<file path="src/rtl/ttm_pkg.sv">
package ttm_pkg;

    // Control state of the mismatch detector
    typedef struct packed {
        logic armed;   // a valid receive update has been seen since reset
        logic pend;    // a comparison is due this cycle
        logic mis;     // result of the latest comparison
        logic tim;     // registered mismatch output
    } ttm_state_t;

endpackage

</file>
<file path="src/rtl/ttm_exp_store.sv">
module ttm_exp_store #(
    parameter int NUM_BYTES = 16,
    parameter int BYTE_W    = 8,
    parameter int ADDR_W    = 4
) (
    input  logic                        clk,
    input  logic                        rst_n,
    input  logic                        wr,
    input  logic [ADDR_W-1:0]           addr,
    input  logic [BYTE_W-1:0]           wdata,
    output logic [NUM_BYTES*BYTE_W-1:0] exp_flat
);

    logic [BYTE_W-1:0] lane_d [NUM_BYTES];
    logic [BYTE_W-1:0] lane_q [NUM_BYTES];

    always_comb begin
        for (int i = 0; i < NUM_BYTES; i++) begin
            lane_d[i] = lane_q[i];
            if (wr && addr == ADDR_W'(i)) begin
                lane_d[i] = wdata;
            end
        end
    end

    always_ff @(posedge clk) begin
        for (int i = 0; i < NUM_BYTES; i++) begin
            if (!rst_n) lane_q[i] <= '0;
            else        lane_q[i] <= lane_d[i];
        end
    end

    genvar g;
    generate
        for (g = 0; g < NUM_BYTES; g++) begin : g_lane
            assign exp_flat[g*BYTE_W +: BYTE_W] = lane_q[g];

            // a write lands in the addressed lane
            p_store_write_r3: assert property (@(posedge clk) disable iff (!rst_n)
                (wr && addr == ADDR_W'(g)) |=> (lane_q[g] == $past(wdata)));

            // lanes not addressed keep their value
            p_store_hold_r3: assert property (@(posedge clk) disable iff (!rst_n)
                !(wr && addr == ADDR_W'(g)) |=> $stable(lane_q[g]));
        end
    endgenerate

endmodule

</file>
<file path="src/rtl/ttm_lane_cmp.sv">
module ttm_lane_cmp #(
    parameter int NUM_BYTES = 16,
    parameter int BYTE_W    = 8,
    parameter int CMP_W     = 7
) (
    input  logic [NUM_BYTES*BYTE_W-1:0] rx_flat,
    input  logic [NUM_BYTES*BYTE_W-1:0] exp_flat,
    output logic [NUM_BYTES-1:0]        lane_miss,
    output logic                        any_miss
);

    // Only the low CMP_W bits of each byte take part; upper bits carry alignment
    localparam logic [BYTE_W-1:0] CMP_MASK = BYTE_W'((1 << CMP_W) - 1);

    genvar g;
    generate
        for (g = 0; g < NUM_BYTES; g++) begin : g_cmp
            logic [BYTE_W-1:0] diff;
            assign diff         = (rx_flat[g*BYTE_W +: BYTE_W] ^ exp_flat[g*BYTE_W +: BYTE_W]) & CMP_MASK;
            assign lane_miss[g] = |diff;
        end
    endgenerate

    assign any_miss = |lane_miss;

endmodule

</file>
<file path="src/rtl/ttm_detect.sv">
module ttm_detect
    import ttm_pkg::*;
#(
    parameter int NUM_BYTES = 16,
    parameter int BYTE_W    = 8,
    parameter int CMP_W     = 7,
    parameter int ADDR_W    = (NUM_BYTES > 1) ? $clog2(NUM_BYTES) : 1
) (
    input  logic                        clk,
    input  logic                        rst_n,
    input  logic [NUM_BYTES*BYTE_W-1:0] rx_id,
    input  logic                        rx_valid,
    input  logic                        rx_upd,
    input  logic                        exp_wr,
    input  logic [ADDR_W-1:0]           exp_addr,
    input  logic [BYTE_W-1:0]           exp_wdata,
    input  logic                        cmp_en,
    input  logic                        mf_align_en,
    output logic                        tim
);

    logic [NUM_BYTES*BYTE_W-1:0] exp_flat;
    logic [NUM_BYTES-1:0]        lane_miss;
    logic                        any_miss;
    logic                        active;
    logic                        result;
    ttm_state_t                  st_d;
    ttm_state_t                  st_q;

    ttm_exp_store #(
        .NUM_BYTES (NUM_BYTES),
        .BYTE_W    (BYTE_W),
        .ADDR_W    (ADDR_W)
    ) u_store (
        .clk      (clk),
        .rst_n    (rst_n),
        .wr       (exp_wr),
        .addr     (exp_addr),
        .wdata    (exp_wdata),
        .exp_flat (exp_flat)
    );

    ttm_lane_cmp #(
        .NUM_BYTES (NUM_BYTES),
        .BYTE_W    (BYTE_W),
        .CMP_W     (CMP_W)
    ) u_cmp (
        .rx_flat   (rx_id),
        .exp_flat  (exp_flat),
        .lane_miss (lane_miss),
        .any_miss  (any_miss)
    );

    always_comb begin
        st_d       = st_q;
        active     = cmp_en && mf_align_en && rx_valid && st_q.armed;
        result     = st_q.pend ? any_miss : st_q.mis;
        st_d.armed = st_q.armed || (rx_upd && rx_valid);
        st_d.pend  = rx_upd || exp_wr;
        st_d.mis   = result;
        st_d.tim   = active && result;
    end

    always_ff @(posedge clk) begin
        if (!rst_n) st_q <= '0;
        else        st_q <= st_d;
    end

    assign tim = st_q.tim;

    // comparison switched off forces the flag low
    p_cmp_off_r4: assert property (@(posedge clk) disable iff (!rst_n)
        !cmp_en |=> !tim);

    // alignment off forces the flag low
    p_align_off_r5: assert property (@(posedge clk) disable iff (!rst_n)
        !mf_align_en |=> !tim);

    // no mismatch before a valid receive update
    p_unarmed_r6: assert property (@(posedge clk) disable iff (!rst_n)
        !st_q.armed |=> !tim);

    // once armed, the block stays armed until reset
    p_armed_sticky_r6: assert property (@(posedge clk) disable iff (!rst_n)
        st_q.armed |=> st_q.armed);

    // without a trigger an asserted flag holds while enabled
    p_hold_r7: assert property (@(posedge clk) disable iff (!rst_n)
        (tim && !st_q.pend && active) |=> tim);

    // a pending comparison with a lane miss raises the flag when enabled
    p_raise_r2: assert property (@(posedge clk) disable iff (!rst_n)
        (st_q.pend && active && (lane_miss != '0)) |=> tim);

endmodule

</file>
<file path="config.mk">
export PLATFORM = sky130hd
export DESIGN_NAME = ttm_detect
export DESIGN_NICKNAME = d
export VERILOG_FILES = /design/src/rtl/ttm_pkg.sv /design/src/rtl/ttm_exp_store.sv /design/src/rtl/ttm_lane_cmp.sv /design/src/rtl/ttm_detect.sv
export SDC_FILE = /design/constraint.sdc
export NUM_CORES = 1
export LEC_CHECK = 0
export ABC_AREA = 1
export BUFFER_PORTS_ARGS = -buffer_cell sky130_fd_sc_hd__buf_2
export CELL_PAD_IN_SITES_DETAIL_PLACEMENT = 1
export CELL_PAD_IN_SITES_GLOBAL_PLACEMENT = 2
export CORE_ASPECT_RATIO = 0.8
export CORE_MARGIN = 2
export CORE_UTILIZATION = 28
export CTS_CLUSTER_SIZE = 12
export DETAILED_ROUTE_END_ITERATION = 10
export GPL_ROUTABILITY_DRIVEN = 0
export PLACE_DENSITY = 0.85
export SLEW_MARGIN = 10
export SYNTH_ARGS = -nofsm -noshare
export SYNTH_HDL_FRONTEND = slang
export SYNTH_SLANG_ARGS = --single-unit
</file>
<file path="constraint.sdc">
create_clock -name clk -period 1.4 [get_ports clk]
set_input_delay 0.14 -clock clk [delete_from_list [all_inputs] [get_ports clk]]
set_output_delay 0.14 -clock clk [all_outputs]
set_load 0.02 [all_outputs]
</file>
==> results.yml <==
outcome:
  outcome: "finished, violations left"
  violations: "negative setup slack"
placed_design:
  io_buffers: 130
  dpl_cell_area_um2: 7210
  dp_hpwl_um: 16900
sta:
  fin_ws_ns: -0.0240
  relSlewSlack_pct: 65.8
  skew_ns: 0.0120
  period_needed_ns: 1.42
  fin_setup_tns_ns: -0.0329
  fmax_ghz: 0.702
  hold_violations: 0
  rsz0062_at_grt: "yes"
  min_period_over_period_pct: 102
  finalSetupViolCount: 2
  hold_ws_ns: 0.0133
  drv_slew: 0
  tightest_slew_ns: 0.514
yosys:
  yosysTopAreaCell: "dfxtp_1"
  synth_common_cells: "nand2_1 (199), inv_1 (157), nor2_1 (142), o21ai_0 (122), dfxtp_1 (116)"
  synth_area_leaders: "dfxtp_1 (39%), nand2_1 (12%), o21ai_0 (10%), inv_1 (9.8%), nor2_1 (8.8%)"
  syn_area_um2: 6020
  syn_inst: 933
  ys_seq_area_share_pct: 38.6
  synth.distinct_cells: 21
  synth.avg_cell_area_um2: 6.46
  synth.most_common_cell: "nand2_1"
  yosysWarnings: 0
  yosysTopAreaCellShare_pct: 38.6
  synthArstFlopShare_pct: 0
  ys.flop_type: "dfxtp_1"
  synth_nets: 1080
  ys_ff_latch: 116
  synth_edf_count: 0
hold_path:
  min_path_cells: 3
  hp-class: "in -> reg"
  hp-start: "mf_align_en"
  holdPathEnd: "tim"
route:
  dr.first_iter.drc_count: 421
  antenna_left: 0
  num_vias: 6314
  avgRoutedWirePerCell_um: 16.5
  viasPerCell: 4.56
  drc: 0
  totalWireLength_um: 22800
  drtPass1Iterations: 4
flow_run:
  maxCapViolCount: 0
final_layout:
  fillers: 2700
  design_area_um2: 7910
  syn_to_final_growth_pct: 31.3
  drive_gt1_share_pct: 24.3
  nNetsFinal: 1248
  final_util_pct: 37.9
setup_path:
  setup.worst_path.class: "reg -> reg"
  crit_arrival_ns: 1.74
  rr_startpoint: "u_store.lane_q[0][41]"
  r2r_setup_slack_ns: -0.02
  path_max_fanout: 2
  reg2reg_depth: 11
  cp-end-kind: "flip-flop"
  r2r_end: "tim"
  start_kind: "flip-flop"
  crit_required_ns: 1.72
grt:
  overflow: 0
  grt_pass1_vias: 6398
  antenna_found_initial: 2
  grt_max_degree: 91
  track_usage_pct: 20.9
  grt_pass1_wl_um: 35400
cts:
  cts-root-buf: "clkbuf_16"
  numClockSinks: 116
  cts_tree: "done"
  clk_latency_ns: 0.44
  cts_buffer_depth: 2
  cts.clk_slew.worst_paths_ns: 0.06
  htreeDepth: 4
  cts_buffers: 17
die:
  core.rowCount: 47
  initial_core_util_pct: 28.9
  core_um2: 20900
  die_h_um: 135
  die_width_um: 168
  ios: 148
  dieArea_um2: 22700
power_and_ir_drop:
  p_per_area_nw_per_um2: 1120
  peakVddDrop_uv: 681
  p_leak_nw: 3.63
[cell families (layout without fill, tap and decap cells)]
logic type	after synthesis	in the layout	share of synthesized area, %
compound gates	206	206	17.4
xor+xnor	42	42	6.11
buf+inv	200	380	13.1
flops	116	116	38.6
other cells	0	2	0
simple gates	369	369	24.9
[critical path, stage by stage (launching register included)]
cell,delay [ns]
dfxtp_2,0.33
inv_2,0.04
nand2_1,0.05
nand2_1,0.06
nor2_1,0.11
nand4_1,0.21
nor2_1,0.17
nand2_1,0.07
nor2_1,0.10
nand2_1,0.07
nand2_2,0.07
nor2_1,0.04
[worst max path at each step]
stage	from	end	slack (ns)	cells past startpoint
CTS	u_store.lane_q[0][51]	tim	-0.01	13
finish	u_store.lane_q[0][41]	tim	-0.02	11
detailed placement	u_store.lane_q[1][45]	tim	-0.09	10
global placement	u_store.lane_q[1][45]	tim	-0.08	10
floorplan	u_store.lane_q[0][49]	tim	0.28	13
global route	u_store.lane_q[1][9]	tim	-0.15	10
[report_power, final]
part,internal [W],switching [W],leakage [nW]
sequential,0.00338,0.0000439,0.945
combinational,0.000396,0.000590,2.39
clock,0.00286,0.00159,0.296
total,0.00664,0.00223,3.63
[flip-flops by register name, summed over array words and instances (netlist names)]
| name | cells |
|---|---|
| st_q | 3 |
| tim | 1 |
| u_store.lane_q | 112 |
[area by class of cell]
type | instances | area [um2] | share of cell area (%)
Clock inverter | 2 | 35.0 | 0.443
Antenna cell | 2 | 5.00 | 0.0633
Multi-Input combinational cell | 617 | 2960 | 37.5
Inverter | 171 | 642 | 8.12
Clock buffer | 29 | 561 | 7.09
Sequential cell | 116 | 2340 | 29.6
Tap cell | 269 | 337 | 4.26
Timing Repair Buffer | 178 | 1030 | 13.0
[layer usage]
metal	vias up	track usage, %	part of all wire [%]
li1	3206	-	-
met1	2943	28.7	49
met3	13	4.21	4.9
met2	152	33.7	45
met4	0	5.07	0.92
met5	-	0	0
[stage by stage]
stage | setup WS, ns | std cells | total power, W
6_report | -0.0240 | 1384 | 0.00886
5_1_grt | -0.151 | 1383 | 0.00923
4_1_cts | -0.00984 | 1380 | 0.00893
3_5_place_dp | -0.0950 | 1347 | 0.00446
3_3_place_gp | -0.0827 | 1347 | 0.00444
2_1_floorplan | 0.284 | 933 | 0.00397
[timing repair]
action,CTS,global route
pin swaps,13,18
resized for setup,23,20
hold endpoints to repair,2,0
hold buffers,2,0
setup endpoints to repair,2,2
buffers inserted,0,2
[layout by cell type, fill, tap and decap left out]
cell and n:
nand2_1 195, inv_1 147, nor2_1 131, buf_2 130, o21ai_0 119, dfxtp_1 103
a21oi_1 70, buf_4 45, xnor2_1 40, inv_2 24, clkbuf_16 17, o21ai_1 13
nand4_1 13, dfxtp_2 13, nor2_2 10, nor2_4 9, clkbuf_8 9, nand3_1 4
nand2_2 4, clkbuf_1 3, diode_2 2, nor3_2 2, o21ai_2 2, a21oi_2 2
dlygate4sd3_1 2, xor2_1 1, nand3b_1 1, xnor2_2 1, clkinv_2 1, bufinv_16 1
buf_12 1
No activity file was read; power rests on OpenSTA's default activity.
